--- config.mk ---
export PLATFORM = sky130hd
export DESIGN_NAME = strobed_byte_port
export DESIGN_NICKNAME = d
export VERILOG_FILES = /design/src/rtl/sbp_pkg.sv /design/src/rtl/strobe_sync.sv /design/src/rtl/hs_fsm.sv /design/src/rtl/byte_fifo.sv /design/src/rtl/port_control.sv /design/src/rtl/port_datapath.sv /design/src/rtl/strobed_byte_port.sv
export SDC_FILE = /design/constraint.sdc
export NUM_CORES = 1
export LEC_CHECK = 0
export CAP_MARGIN = 20
export CORE_MARGIN = 2
export CORE_UTILIZATION = 64
export DETAILED_ROUTE_END_ITERATION = 10
export GPL_TIMING_DRIVEN = 0
export PLACE_DENSITY = 0.85
export REMOVE_ABC_BUFFERS = 1
export SLEW_MARGIN = 10
export SYNTH_ARGS = -nofsm -noshare
export SYNTH_HDL_FRONTEND = slang
export SYNTH_HIERARCHICAL = 1
export SYNTH_SLANG_ARGS = --single-unit
--- constraint.sdc ---
create_clock -name clk -period 3.7 [get_ports clk]
set_input_delay 0.74 -clock clk [delete_from_list [all_inputs] [get_ports clk]]
set_output_delay 0.74 -clock clk [all_outputs]
set_load 0.005 [all_outputs]
--- src/rtl/sbp_pkg.sv ---
package sbp_pkg;
  // Strobes from the control module to the datapath.
  typedef struct packed {
    logic rxPop;
    logic txPush;
    logic driveBus;
  } portCtrl_t;

  // Queue status from the datapath to the control module.
  typedef struct packed {
    logic rxEmpty;
    logic txFull;
  } portStat_t;

  typedef enum logic [1:0] {
    HS_IDLE   = 2'd0,
    HS_BUSY   = 2'd1,
    HS_SETTLE = 2'd2
  } hsState_t;
endpackage

--- src/rtl/strobe_sync.sv ---
module strobe_sync #(
  parameter int STAGES = 2
) (
  input  logic clk,
  input  logic rstN,
  input  logic asyncN,
  output logic fell,
  output logic rose
);
  logic [STAGES-1:0] chain;
  logic              prevLevel;

  generate
    for (genvar i = 0; i < STAGES; i++) begin : g_stage
      if (i == 0) begin : g_first
        always_ff @(posedge clk) begin
          if (!rstN) chain[0] <= 1'b1;
          else       chain[0] <= asyncN;
        end
      end else begin : g_rest
        always_ff @(posedge clk) begin
          if (!rstN) chain[i] <= 1'b1;
          else       chain[i] <= chain[i-1];
        end
      end
    end
  endgenerate

  always_ff @(posedge clk) begin
    if (!rstN) prevLevel <= 1'b1;
    else       prevLevel <= chain[STAGES-1];
  end

  assign fell = prevLevel & ~chain[STAGES-1];
  assign rose = ~prevLevel & chain[STAGES-1];
endmodule

--- src/rtl/hs_fsm.sv ---
module hs_fsm
  import sbp_pkg::*;
(
  input  logic clk,
  input  logic rstN,
  input  logic fell,
  input  logic rose,
  input  logic blocked,
  output logic flagN,
  output logic fire
);
  hsState_t state;

  always_ff @(posedge clk) begin
    if (!rstN) begin
      state <= HS_IDLE;
      flagN <= 1'b1;
    end else begin
      case (state)
        HS_IDLE: begin
          if (fell) begin
            state <= HS_BUSY;
            flagN <= 1'b1;
          end else begin
            flagN <= blocked;
          end
        end
        HS_BUSY: begin
          flagN <= 1'b1;
          if (rose) state <= HS_SETTLE;
        end
        HS_SETTLE: begin
          flagN <= 1'b1;
          if (fell) state <= HS_BUSY;
          else      state <= HS_IDLE;
        end
        default: begin
          state <= HS_IDLE;
          flagN <= 1'b1;
        end
      endcase
    end
  end

  assign fire = fell && (state == HS_IDLE) && !flagN;
endmodule

--- src/rtl/byte_fifo.sv ---
module byte_fifo #(
  parameter int WIDTH = 8,
  parameter int DEPTH = 8
) (
  input  logic             clk,
  input  logic             rstN,
  input  logic             pushEn,
  input  logic [WIDTH-1:0] pushData,
  input  logic             popEn,
  output logic [WIDTH-1:0] headData,
  output logic             empty,
  output logic             full
);
  localparam int AW = (DEPTH > 1) ? $clog2(DEPTH) : 1;

  logic [WIDTH-1:0] mem [DEPTH];
  logic [AW:0]      wrPtr;
  logic [AW:0]      rdPtr;
  logic             doPush;
  logic             doPop;

  assign empty  = (wrPtr == rdPtr);
  assign full   = (wrPtr[AW] != rdPtr[AW]) && (wrPtr[AW-1:0] == rdPtr[AW-1:0]);
  assign doPush = pushEn && !full;
  assign doPop  = popEn && !empty;

  always_ff @(posedge clk) begin
    if (doPush) mem[wrPtr[AW-1:0]] <= pushData;
  end

  always_ff @(posedge clk) begin
    if (!rstN) begin
      wrPtr <= '0;
      rdPtr <= '0;
    end else begin
      if (doPush) wrPtr <= wrPtr + 1'b1;
      if (doPop)  rdPtr <= rdPtr + 1'b1;
    end
  end

  assign headData = mem[rdPtr[AW-1:0]];
endmodule

--- src/rtl/port_control.sv ---
module port_control
  import sbp_pkg::*;
#(
  parameter int SYNC_STAGES = 2
) (
  input  logic      clk,
  input  logic      rstN,
  input  logic      hostRdN,
  input  logic      hostWrN,
  input  portStat_t stat,
  output portCtrl_t ctrl,
  output logic      rxFlagN,
  output logic      txFlagN
);
  logic rdFell, rdRose, wrFell, wrRose;
  logic rxFire, txFire;
  logic driveBus;

  strobe_sync #(.STAGES(SYNC_STAGES)) u_rdSync (
    .clk(clk), .rstN(rstN), .asyncN(hostRdN), .fell(rdFell), .rose(rdRose)
  );

  strobe_sync #(.STAGES(SYNC_STAGES)) u_wrSync (
    .clk(clk), .rstN(rstN), .asyncN(hostWrN), .fell(wrFell), .rose(wrRose)
  );

  hs_fsm u_rxHs (
    .clk(clk), .rstN(rstN), .fell(rdFell), .rose(rdRose),
    .blocked(stat.rxEmpty), .flagN(rxFlagN), .fire(rxFire)
  );

  hs_fsm u_txHs (
    .clk(clk), .rstN(rstN), .fell(wrFell), .rose(wrRose),
    .blocked(stat.txFull), .flagN(txFlagN), .fire(txFire)
  );

  // The bus is driven only after a granted read, until the strobe rises.
  always_ff @(posedge clk) begin
    if (!rstN)       driveBus <= 1'b0;
    else if (rxFire) driveBus <= 1'b1;
    else if (rdRose) driveBus <= 1'b0;
  end

  assign ctrl.rxPop    = rxFire;
  assign ctrl.txPush   = txFire;
  assign ctrl.driveBus = driveBus;
endmodule

--- src/rtl/port_datapath.sv ---
module port_datapath
  import sbp_pkg::*;
#(
  parameter int DATA_W = 8,
  parameter int DEPTH  = 8
) (
  input  logic              clk,
  input  logic              rstN,
  input  portCtrl_t         ctrl,
  output portStat_t         stat,
  input  logic [DATA_W-1:0] hostDataIn,
  output logic [DATA_W-1:0] hostDataOut,
  output logic              hostDataOe,
  input  logic              rxPushValid,
  input  logic [DATA_W-1:0] rxPushData,
  output logic              rxPushReady,
  output logic              txPopValid,
  output logic [DATA_W-1:0] txPopData,
  input  logic              txPopReady
);
  logic [DATA_W-1:0] rxHead;
  logic              rxEmpty, rxFull, txEmpty, txFull;
  logic [DATA_W-1:0] outReg;

  byte_fifo #(.WIDTH(DATA_W), .DEPTH(DEPTH)) u_rxFifo (
    .clk(clk), .rstN(rstN),
    .pushEn(rxPushValid), .pushData(rxPushData),
    .popEn(ctrl.rxPop), .headData(rxHead),
    .empty(rxEmpty), .full(rxFull)
  );

  byte_fifo #(.WIDTH(DATA_W), .DEPTH(DEPTH)) u_txFifo (
    .clk(clk), .rstN(rstN),
    .pushEn(ctrl.txPush), .pushData(hostDataIn),
    .popEn(txPopReady), .headData(txPopData),
    .empty(txEmpty), .full(txFull)
  );

  always_ff @(posedge clk) begin
    if (!rstN)           outReg <= '0;
    else if (ctrl.rxPop) outReg <= rxHead;
  end

  assign hostDataOut  = outReg;
  assign hostDataOe   = ctrl.driveBus;
  assign rxPushReady  = !rxFull;
  assign txPopValid   = !txEmpty;
  assign stat.rxEmpty = rxEmpty;
  assign stat.txFull  = txFull;
endmodule

--- src/rtl/strobed_byte_port.sv ---
module strobed_byte_port
  import sbp_pkg::*;
#(
  parameter int DATA_W      = 8,
  parameter int DEPTH       = 8,
  parameter int SYNC_STAGES = 2
) (
  input  logic              clk,
  input  logic              rstN,
  input  logic              hostRdN,
  input  logic              hostWrN,
  input  logic [DATA_W-1:0] hostDataIn,
  output logic [DATA_W-1:0] hostDataOut,
  output logic              hostDataOe,
  output logic              hostRxReadyN,
  output logic              hostTxRoomN,
  input  logic              rxPushValid,
  input  logic [DATA_W-1:0] rxPushData,
  output logic              rxPushReady,
  output logic              txPopValid,
  output logic [DATA_W-1:0] txPopData,
  input  logic              txPopReady
);
  portCtrl_t ctrl;
  portStat_t stat;

  port_control #(.SYNC_STAGES(SYNC_STAGES)) u_control (
    .clk(clk), .rstN(rstN), .hostRdN(hostRdN), .hostWrN(hostWrN),
    .stat(stat), .ctrl(ctrl), .rxFlagN(hostRxReadyN), .txFlagN(hostTxRoomN)
  );

  port_datapath #(.DATA_W(DATA_W), .DEPTH(DEPTH)) u_datapath (
    .clk(clk), .rstN(rstN), .ctrl(ctrl), .stat(stat),
    .hostDataIn(hostDataIn), .hostDataOut(hostDataOut), .hostDataOe(hostDataOe),
    .rxPushValid(rxPushValid), .rxPushData(rxPushData), .rxPushReady(rxPushReady),
    .txPopValid(txPopValid), .txPopData(txPopData), .txPopReady(txPopReady)
  );
endmodule

==> flow_summary_export.csv, run 1 <==
group,metric,value,unit
synth,yosysWarningCount,6,
synth,synthTopCellsByCount,"edfxtp_1, dfxtp_1, mux2i_1, mux4_1, nand2_1",
clocking,hold_buffers,0,
grt,antenna_found_initial,0,
worst_setup_path,cp_cell_sequence,"mux4_1 > mux2_2 > clkdlybuf4s50_1",
place,gp_congestion,0.792,
synth,yosys_register_bits,171,
worst_setup_path,cp.arrival,2.76,ns
hold_path,holdCritStartpoint,"u_control/u_rdSync/chain[0]",
route,num_vias,3919,
clocking,cts_resized,0,
synth,avgSynthCellArea,17.2,um2
grt,grt_use_total,23.3,%
worst_setup_path,max_stage_delay,0.93,ns
worst_setup_path,endpoint_kind,"output pin",
worst_setup_path,crit_required,2.96,ns
floorplan,dieArea,0.0123,mm2
route,drtAntennaViolNets,0,
synth,synth_enable_flop_cells,128,
sta,tightest_slew,1.11,ns
synth,yosysUniqueCellTypes,43,
sta,drv_slew,0,
worst_setup_path,r2r_setup_slack,0.74,ns
hold_path,min_path_type,"reg -> reg",
grt,grt_max_degree,55,
sta,fmax,0.286,GHz
clocking,htree_num_levels,4,
worst_setup_path,worstPathMaxFanout,16,
synth,synth-async-reset-ratio,0,%
clocking,cts_buffer_depth,2,
synth,synth_area_leader_cell,"edfxtp_1",
finish,fin_util,74.9,%
grt,grt_pass1_vias,3994,
sta,rsz0062_at_grt,"false",
power,vdd_drop_max,0.329,mV
place,post-dp-hpwl,8750,um
grt,overflow,0,
grt,grt_pass1_wl,21400,um
clocking,clk_latency,0.42,ns
sta,slew_headroom,25.9,%
route,wl,13600,um
floorplan,die_width,111,um
worst_setup_path,ff2ff_path_depth,4,
power,p_leak,2.82,nW
synth,syn_area,0.00731,mm2
power,powerDensity,495,mW/mm2
run_status,outcome,"complete, no violations",
hold_path,worstHoldPathCells,1,
floorplan,core,0.0113,mm2
route,drtIter0Drc,209,
power,power.total,4.19,mW
synth,yosysTopAreaCellShare,52.6,%
clocking,cts_tree,"done",
flow_run,cap_violations,0,
floorplan,io_pins,43,
synth,yosysMostFrequentCell,"edfxtp_1",
synth,synthTopCellsByArea,"edfxtp_1, dfxtp_1, mux4_1, mux2i_1, mux2_2",
synth,synth_ff_type,"edfxtp_1",
sta,finalWorstPathRequiredPeriod,3.50,ns
sta,period_share,94.5,%
clocking,clock-sinks,171,
sta,hold_viol,0,
sta,finClkSkew,0.00819,ns
worst_setup_path,start_kind,"flip-flop",
clocking,postCtsSetupBuffers,0,
finish,drive_above_1_share,19.8,%
clocking,root_buffer,"clkbuf_16",
clocking,clk_pin_slew,0.07,ns
route,drt_pre_antenna_iters,5,
finish,num_antenna_cells,0,
hold_path,hold_path_end,"u_control/u_rdSync/chain[1]",
finish,syn2layout_area_growth,15.5,%
finish,nets,499,
worst_setup_path,reg2reg_from,"u_control/u_wrSync/prevLevel",
synth,synth_cells,426,
route,wl_per_cell,21.6,um
clocking,cts_inserted_buffers,17,
floorplan,initial_core_util,64.9,%
floorplan,num_rows,39,
sta,setup_viol,0,
worst_setup_path,slowest_stage,"dfxtp_1",
worst_setup_path,r2r-end,"u_datapath/u_txFifo/mem[7][4]",
route,viasPerCell,6.23,
synth,ys_seq_area_share,64.3,%
floorplan,dieHeight,111,um
worst_setup_path,crit_buf_inv,1,
worst_setup_path,path_delay_family,"multiplexers",
worst_setup_path,crit_type,"reg -> out",
route,drc,0,
place,port_buffers,42,
sta,final.setup.tns,0,ns
sequential cells by signal (all words and copies together), names as in the netlist, 2 cells and up, named ones only:
| signal | cells |
|---|---|
| u_datapath/u_rxFifo/rdPtr | 4 |
| u_datapath/u_rxFifo/mem | 64 |
| u_control/u_wrSync/chain | 2 |
| u_control/u_txHs/state | 2 |
| u_datapath/hostDataOut | 8 |
| u_datapath/u_txFifo/rdPtr | 4 |
| u_datapath/u_txFifo/mem | 64 |
| u_control/u_rxHs/state | 2 |
| u_datapath/u_txFifo/wrPtr | 4 |
| u_control/u_rdSync/chain | 2 |
| u_datapath/u_rxFifo/wrPtr | 4 |
per-layer routing:
metal / GRT usage, % / up-vias / routed length, um
met2: 41.2 / 125 / 7340
met1: 27.2 / 1984 / 5350
met5: 0 / - / 0
met4: 9.58 / 0 / 297
met3: 5.80 / 21 / 610
li1: - / 1789 / -
worst register-to-register path, cell delays in order, from the launching register on:
cell and delay (ns):
dfxtp_1 0.32, nor2b_1 0.20, nor4b_1 0.82, nand4_1 0.32, nor2_1 0.91
layout make-up:
type / count / area (um2)
sequential: 171 / 4700
fill: 656 / 2830
multi-input combinational: 226 / 2460
timing repair buffer: 55 / 520
clock buffer: 17 / 425
tap: 143 / 179
clock inverter: 15 / 146
inverter: 2 / 7.51
report_power, final:
part	switching [mW]	internal, mW	total, mW
clock	0.799	0.898	1.70
sequential	0.0568	2.10	2.15
combinational	0.144	0.188	0.332
worst max path at each step:
stage | to | slack (ns) | cells past startpoint
after floorplan | u_datapath/u_rxFifo/rdPtr[3] | 0.80 | 5
after global placement | u_datapath/u_rxFifo/rdPtr[3] | -0.52 | 5
after detailed placement | txPopData[5] | 0.64 | 3
after CTS | txPopData[5] | 0.17 | 3
after global routing | txPopData[7] | 0.14 | 3
final | txPopData[5] | 0.20 | 3
layout by cell type (no fill, tap or decap), types with 5 or more instances in the layout:
cell and n:
edfxtp_1 128, dfxtp_1 43, clkdlybuf4s50_1 41, mux2i_1 28
mux4_1 27, nand2_1 24, nand2b_1 20, mux2_2 18
clkbuf_16 17, nor2b_1 14, buf_4 10, nor2_1 8
nand3_1 8, xnor2_1 8, nor4b_2 7, inv_8 6
xor2_1 6, nand4_1 6, mux4_2 5
kinds of logic (layout without fill, tap and decap cells):
kind of cell,count (synthesis),count (layout),share of synthesized area [%]
and+or+nand+nor,111,111,9.53
adders and majority gates,4,4,0.684
xor gates and xnor gates,16,16,2.12
muxes,78,78,17.8
AOI/OAI and AO/OA,17,17,2.29
buffers and inverters,29,89,3.20
DFF,171,171,64.3
metrics by stage:
step                      worst slack (ns)  cell area, um2  hold slack (ns)  instances
after detailed placement             0.643            7880            0.394        597
final                                0.203            8450            0.410        629
after CTS                            0.168            8450            0.411        629
after global routing                 0.139            8450            0.453        629
after global placement              -0.518            7690            0.388        584
after floorplan                      0.803            7090            0.386        399
Note: power is estimated with default switching activity, not from simulation.
==> run 2: changes to the inputs <==
--- a/config.mk
+++ b/config.mk
@@ -5,10 +5,13 @@
 export SDC_FILE = /design/constraint.sdc
 export NUM_CORES = 1
 export LEC_CHECK = 0
+export ABC_CLOCK_PERIOD_IN_PS = 3700
 export CAP_MARGIN = 20
+export CORE_ASPECT_RATIO = 1.75
 export CORE_MARGIN = 2
 export CORE_UTILIZATION = 64
 export DETAILED_ROUTE_END_ITERATION = 10
+export GPL_ROUTABILITY_DRIVEN = 0
 export GPL_TIMING_DRIVEN = 0
 export PLACE_DENSITY = 0.85
 export REMOVE_ABC_BUFFERS = 1
==> flow_summary_export.csv, run 2 (same netlist as run 1, synthesis figures left out) <==
group,metric,value,unit
grt,grt_use_total,23.1,%
finish,fill_cells,623,
route,drtIter0Drc,217,
finish,nets,500,
sta,finClkSkew,0.00919,ns
grt,antenna_found_initial,0,
route,num_vias,3838,
power,power.total,4.36,mW
finish,final_common_cell,"edfxtp_1",
place,port_buffers,42,
sta,fmax,0.292,GHz
power,vdd_drop_max,0.462,mV
worst_setup_path,start_kind,"flip-flop",
floorplan,dieArea,0.0123,mm2
place,placed_cell_area,0.00787,mm2
grt,grt_pass1_vias,4008,
worst_setup_path,r2r-end,"u_datapath/u_txFifo/mem[3][7]",
sta,rsz0062_at_grt,"false",
finish,num_antenna_cells,0,
route,drc,0,
finish,fin_util,76.2,%
worst_setup_path,reg2reg_from,"u_control/u_wrSync/prevLevel",
clocking,hold_buffers,0,
route,viasPerCell,6.20,
clocking,clock-sinks,171,
worst_setup_path,ff2ff_path_depth,5,
floorplan,die_width,84.8,um
clocking,clk_pin_slew,0.06,ns
sta,finalWorstPathRequiredPeriod,3.42,ns
worst_setup_path,cp_cell_sequence,"mux4_1 > mux2_2 > clkdlybuf4s50_1",
clocking,htree_num_levels,4,
worst_setup_path,crit_required,2.96,ns
power,p_leak,2.83,nW
flow_run,cap_violations,0,
route,wl,13400,um
worst_setup_path,worstPathMaxFanout,16,
route,drtAntennaViolNets,0,
worst_setup_path,max_stage_delay,0.86,ns
sta,tightest_slew,0.994,ns
worst_setup_path,cp.arrival,2.68,ns
floorplan,initial_core_util,65.5,%
clocking,postCtsSetupBuffers,0,
grt,grt_pass1_wl,21100,um
place,post-dp-hpwl,9120,um
sta,slew_headroom,33.7,%
floorplan,core,0.0112,mm2
finish,final_cell_mix,"edfxtp_1, dfxtp_1, clkdlybuf4s50_1, mux2i_1, mux4_1",
hold_path,min_path_type,"reg -> reg",
route,drt_pre_antenna_iters,5,
clocking,cts_tree,"done",
clocking,clk_latency,0.42,ns
finish,syn2layout_area_growth,16.3,%
sta,drv_slew,0,
route,wl_per_cell,21.6,um
worst_setup_path,crit_type,"reg -> out",
clocking,cts_resized,0,
clocking,cts_inserted_buffers,17,
finish,final_area,0.00851,mm2
floorplan,num_rows,51,
sta,setup_viol,0,
worst_setup_path,r2r_setup_slack,0.96,ns
sta,hold_viol,0,
run_status,outcome,"complete, no violations",
clocking,cts_buffer_depth,2,
worst_setup_path,slowest_stage,"dfxtp_1",
worst_setup_path,crit_end,"txPopData[1]",
power,powerDensity,512,mW/mm2
grt,overflow,0,
floorplan,io_pins,43,
clocking,root_buffer,"clkbuf_16",
grt,grt_max_degree,53,
sta,period_share,92.5,%
floorplan,dieHeight,145,um
finish,drive_above_1_share,19.7,%
worst_setup_path,endpoint_kind,"output pin",
[run 2: cell types whose count changed in the layout (fill, tap and decap cells not counted), sizes merged]
cell	previous run	this run
inv	11	4
clkinvlp	0	4
bufinv	0	4
clkbuf	17	19
buf	14	15
clkinv	6	3
[run 2: how the worst min path moves through the flow]
stage                                  endpoint                        start  cells after the start  slack (ns)
finish              u_control/u_rdSync/chain[1]  u_control/u_rdSync/chain[0]                      1        0.42
global route        u_control/u_rdSync/chain[1]  u_control/u_rdSync/chain[0]                      1        0.44
CTS                 u_control/u_rdSync/chain[1]  u_control/u_rdSync/chain[0]                      1        0.42
detailed placement  u_control/u_rdSync/chain[1]  u_control/u_rdSync/chain[0]                      1        0.40
global placement    u_control/u_rdSync/chain[1]  u_control/u_rdSync/chain[0]                      1        0.39
floorplan           u_control/u_rdSync/chain[1]  u_control/u_rdSync/chain[0]                      1        0.39
[run 2: critical path, delay by kind of cell, from the launching register on]
family   cells  cell delay, ns
buf+inv      1            0.45
flops        1            0.86
mux          2            0.94
[run 2: final cells by class]
cell class,instances,area [um2],share of cell area [%]
clock buffer,19,443,5.21
clock inverter,13,193,2.27
inverter,2,7.51,0.0882
multi-input combinational,226,2460,29.0
sequential,171,4700,55.3
tap,132,165,1.94
timing repair buffer,56,531,6.24
[run 2: metal layers]
| metal | wire length (um) | track usage, % |
|---|---|---|
| met1 | 4880 | 24.7 |
| met3 | 430 | 5.73 |
| met4 | 280 | 9.84 |
| met5 | 0 | 0 |
| met2 | 7760 | 42.5 |
[run 2: through the flow]
stage	TNS (ns)	hold WS (ns)	setup WS (ns)	instances
CTS	0	0.420	0.223	619
detailed placement	0	0.400	0.682	587
global route	0	0.438	0.129	619
global placement	-2.09	0.393	-0.405	573
floorplan	0	0.386	0.803	399
finish	0	0.421	0.278	619
[run 2: report_power, final]
| part | switching, mW | internal (mW) |
|---|---|---|
| clock network | 0.720 | 1.15 |
| registers | 0.0546 | 2.10 |
| logic | 0.141 | 0.189 |
| total | 0.915 | 3.44 |
==> run 3: changes to the inputs <==
--- a/config.mk
+++ b/config.mk
@@ -15,7 +15,6 @@
 export GPL_TIMING_DRIVEN = 0
 export PLACE_DENSITY = 0.85
 export REMOVE_ABC_BUFFERS = 1
-export SLEW_MARGIN = 10
 export SYNTH_ARGS = -nofsm -noshare
 export SYNTH_HDL_FRONTEND = slang
 export SYNTH_HIERARCHICAL = 1
==> flow_summary_export.csv, run 3 (same netlist as run 1, synthesis figures left out) <==
group,metric,value,unit
clocking,clock-sinks,171,
sta,setup_viol,0,
route,wl,13000,um
worst_setup_path,crit_end,"txPopData[1]",
sta,finalWorstPathRequiredPeriod,3.42,ns
clocking,clk_pin_slew,0.07,ns
finish,final_cell_mix,"edfxtp_1, dfxtp_1, clkdlybuf4s50_1, mux2i_1, mux4_1",
place,port_buffers,42,
grt,grt_pass1_wl,20700,um
worst_setup_path,cp.arrival,2.68,ns
sta,final.setup.tns,0,ns
sta,slew_headroom,30.5,%
sta,drv_slew,0,
floorplan,dieHeight,145,um
grt,grt_pass1_vias,3940,
floorplan,die_width,84.8,um
route,viasPerCell,6.24,
clocking,htree_num_levels,4,
worst_setup_path,endpoint_kind,"output pin",
worst_setup_path,crit_required,2.96,ns
clocking,cts_tree,"done",
sta,period_share,92.5,%
sta,hold_viol,0,
grt,grt_max_degree,60,
clocking,postCtsSetupBuffers,0,
worst_setup_path,ff2ff_path_depth,5,
grt,overflow,0,
floorplan,io_pins,43,
power,p_leak,2.81,nW
finish,drive_above_1_share,19.4,%
sta,fmax,0.292,GHz
floorplan,num_rows,51,
clocking,hold_buffers,0,
clocking,cts_inserted_buffers,17,
worst_setup_path,worstPathMaxFanout,16,
sta,rsz0062_at_grt,"false",
route,drtAntennaViolNets,0,
finish,final_common_cell,"edfxtp_1",
grt,antenna_found_initial,0,
place,post-dp-hpwl,9040,um
flow_run,cap_violations,0,
clocking,cts_resized,0,
worst_setup_path,r2r-end,"u_datapath/u_txFifo/mem[3][7]",
worst_setup_path,start_kind,"flip-flop",
power,power.total,4.30,mW
finish,fill_cells,605,
worst_setup_path,crit_type,"reg -> out",
grt,grt_use_total,22.4,%
route,num_vias,3850,
clocking,clk_latency,0.42,ns
finish,nets,499,
route,wl_per_cell,21.1,um
sta,finClkSkew,0.00957,ns
finish,num_antenna_cells,0,
power,powerDensity,508,mW/mm2
clocking,root_buffer,"clkbuf_16",
worst_setup_path,reg2reg_from,"u_control/u_wrSync/prevLevel",
run_status,outcome,"complete, no violations",
route,drc,0,
sta,tightest_slew,1.03,ns
floorplan,dieArea,0.0123,mm2
route,drtIter0Drc,220,
floorplan,core,0.0112,mm2
finish,syn2layout_area_growth,15.6,%
floorplan,initial_core_util,65.5,%
power,vdd_drop_max,0.458,mV
route,drt_pre_antenna_iters,4,
clocking,cts_buffer_depth,2,
hold_path,min_path_type,"reg -> reg",
worst_setup_path,r2r_setup_slack,0.88,ns
run 3: worst min path at each step:
stage                                        to  depth (start not counted)                        start
CTS                 u_control/u_rdSync/chain[1]                          1  u_control/u_rdSync/chain[0]
detailed placement  u_control/u_rdSync/chain[1]                          1  u_control/u_rdSync/chain[0]
global placement    u_control/u_rdSync/chain[1]                          1  u_control/u_rdSync/chain[0]
finish              u_control/u_rdSync/chain[1]                          1  u_control/u_rdSync/chain[0]
floorplan           u_control/u_rdSync/chain[1]                          1  u_control/u_rdSync/chain[0]
global route        u_control/u_rdSync/chain[1]                          1  u_control/u_rdSync/chain[0]
run 3: critical path, stage by stage (launching register included):
cell	delay, ns
dfxtp_1	0.87
mux4_1	0.66
mux2_2	0.28
clkdlybuf4s50_1	0.45
run 3: per-layer routing:
metal	GRT usage, %	share of wire [%]	vias to the layer above
met4	9.29	2.3	0
met2	41.8	58	94
met5	0	0	-
met3	4.93	3.2	27
li1	-	-	1776
met1	23.9	36	1953
run 3: cell type report:
cell class | instances | area [um2] | share of cell area, %
tap | 132 | 165 | 1.95
clock buffer | 17 | 425 | 5.03
timing repair buffer | 55 | 510 | 6.04
multi-input combinational | 226 | 2460 | 29.1
clock inverter | 14 | 183 | 2.16
inverter | 2 | 7.51 | 0.0888
sequential | 171 | 4700 | 55.6
run 3: where the power goes:
part	switching (mW)	internal [mW]	leakage (nW)
registers	0.0549	2.10	1.51
clock network	0.745	1.07	0.287
logic	0.139	0.187	1.02
total	0.939	3.36	2.81
run 3: metrics by stage:
stage / instances / utilization, % / area [um2] / setup slack, ns / hold slack [ns]
3_3_place_gp: 573 / 68.7 / 7670 / -0.405 / 0.393
4_1_cts: 617 / 75.7 / 8450 / 0.213 / 0.415
5_1_grt: 617 / 75.7 / 8450 / 0.135 / 0.436
2_1_floorplan: 399 / - / 7090 / 0.803 / 0.386
3_5_place_dp: 586 / 70.3 / 7850 / 0.684 / 0.409
6_report: 617 / 75.7 / 8450 / 0.277 / 0.415
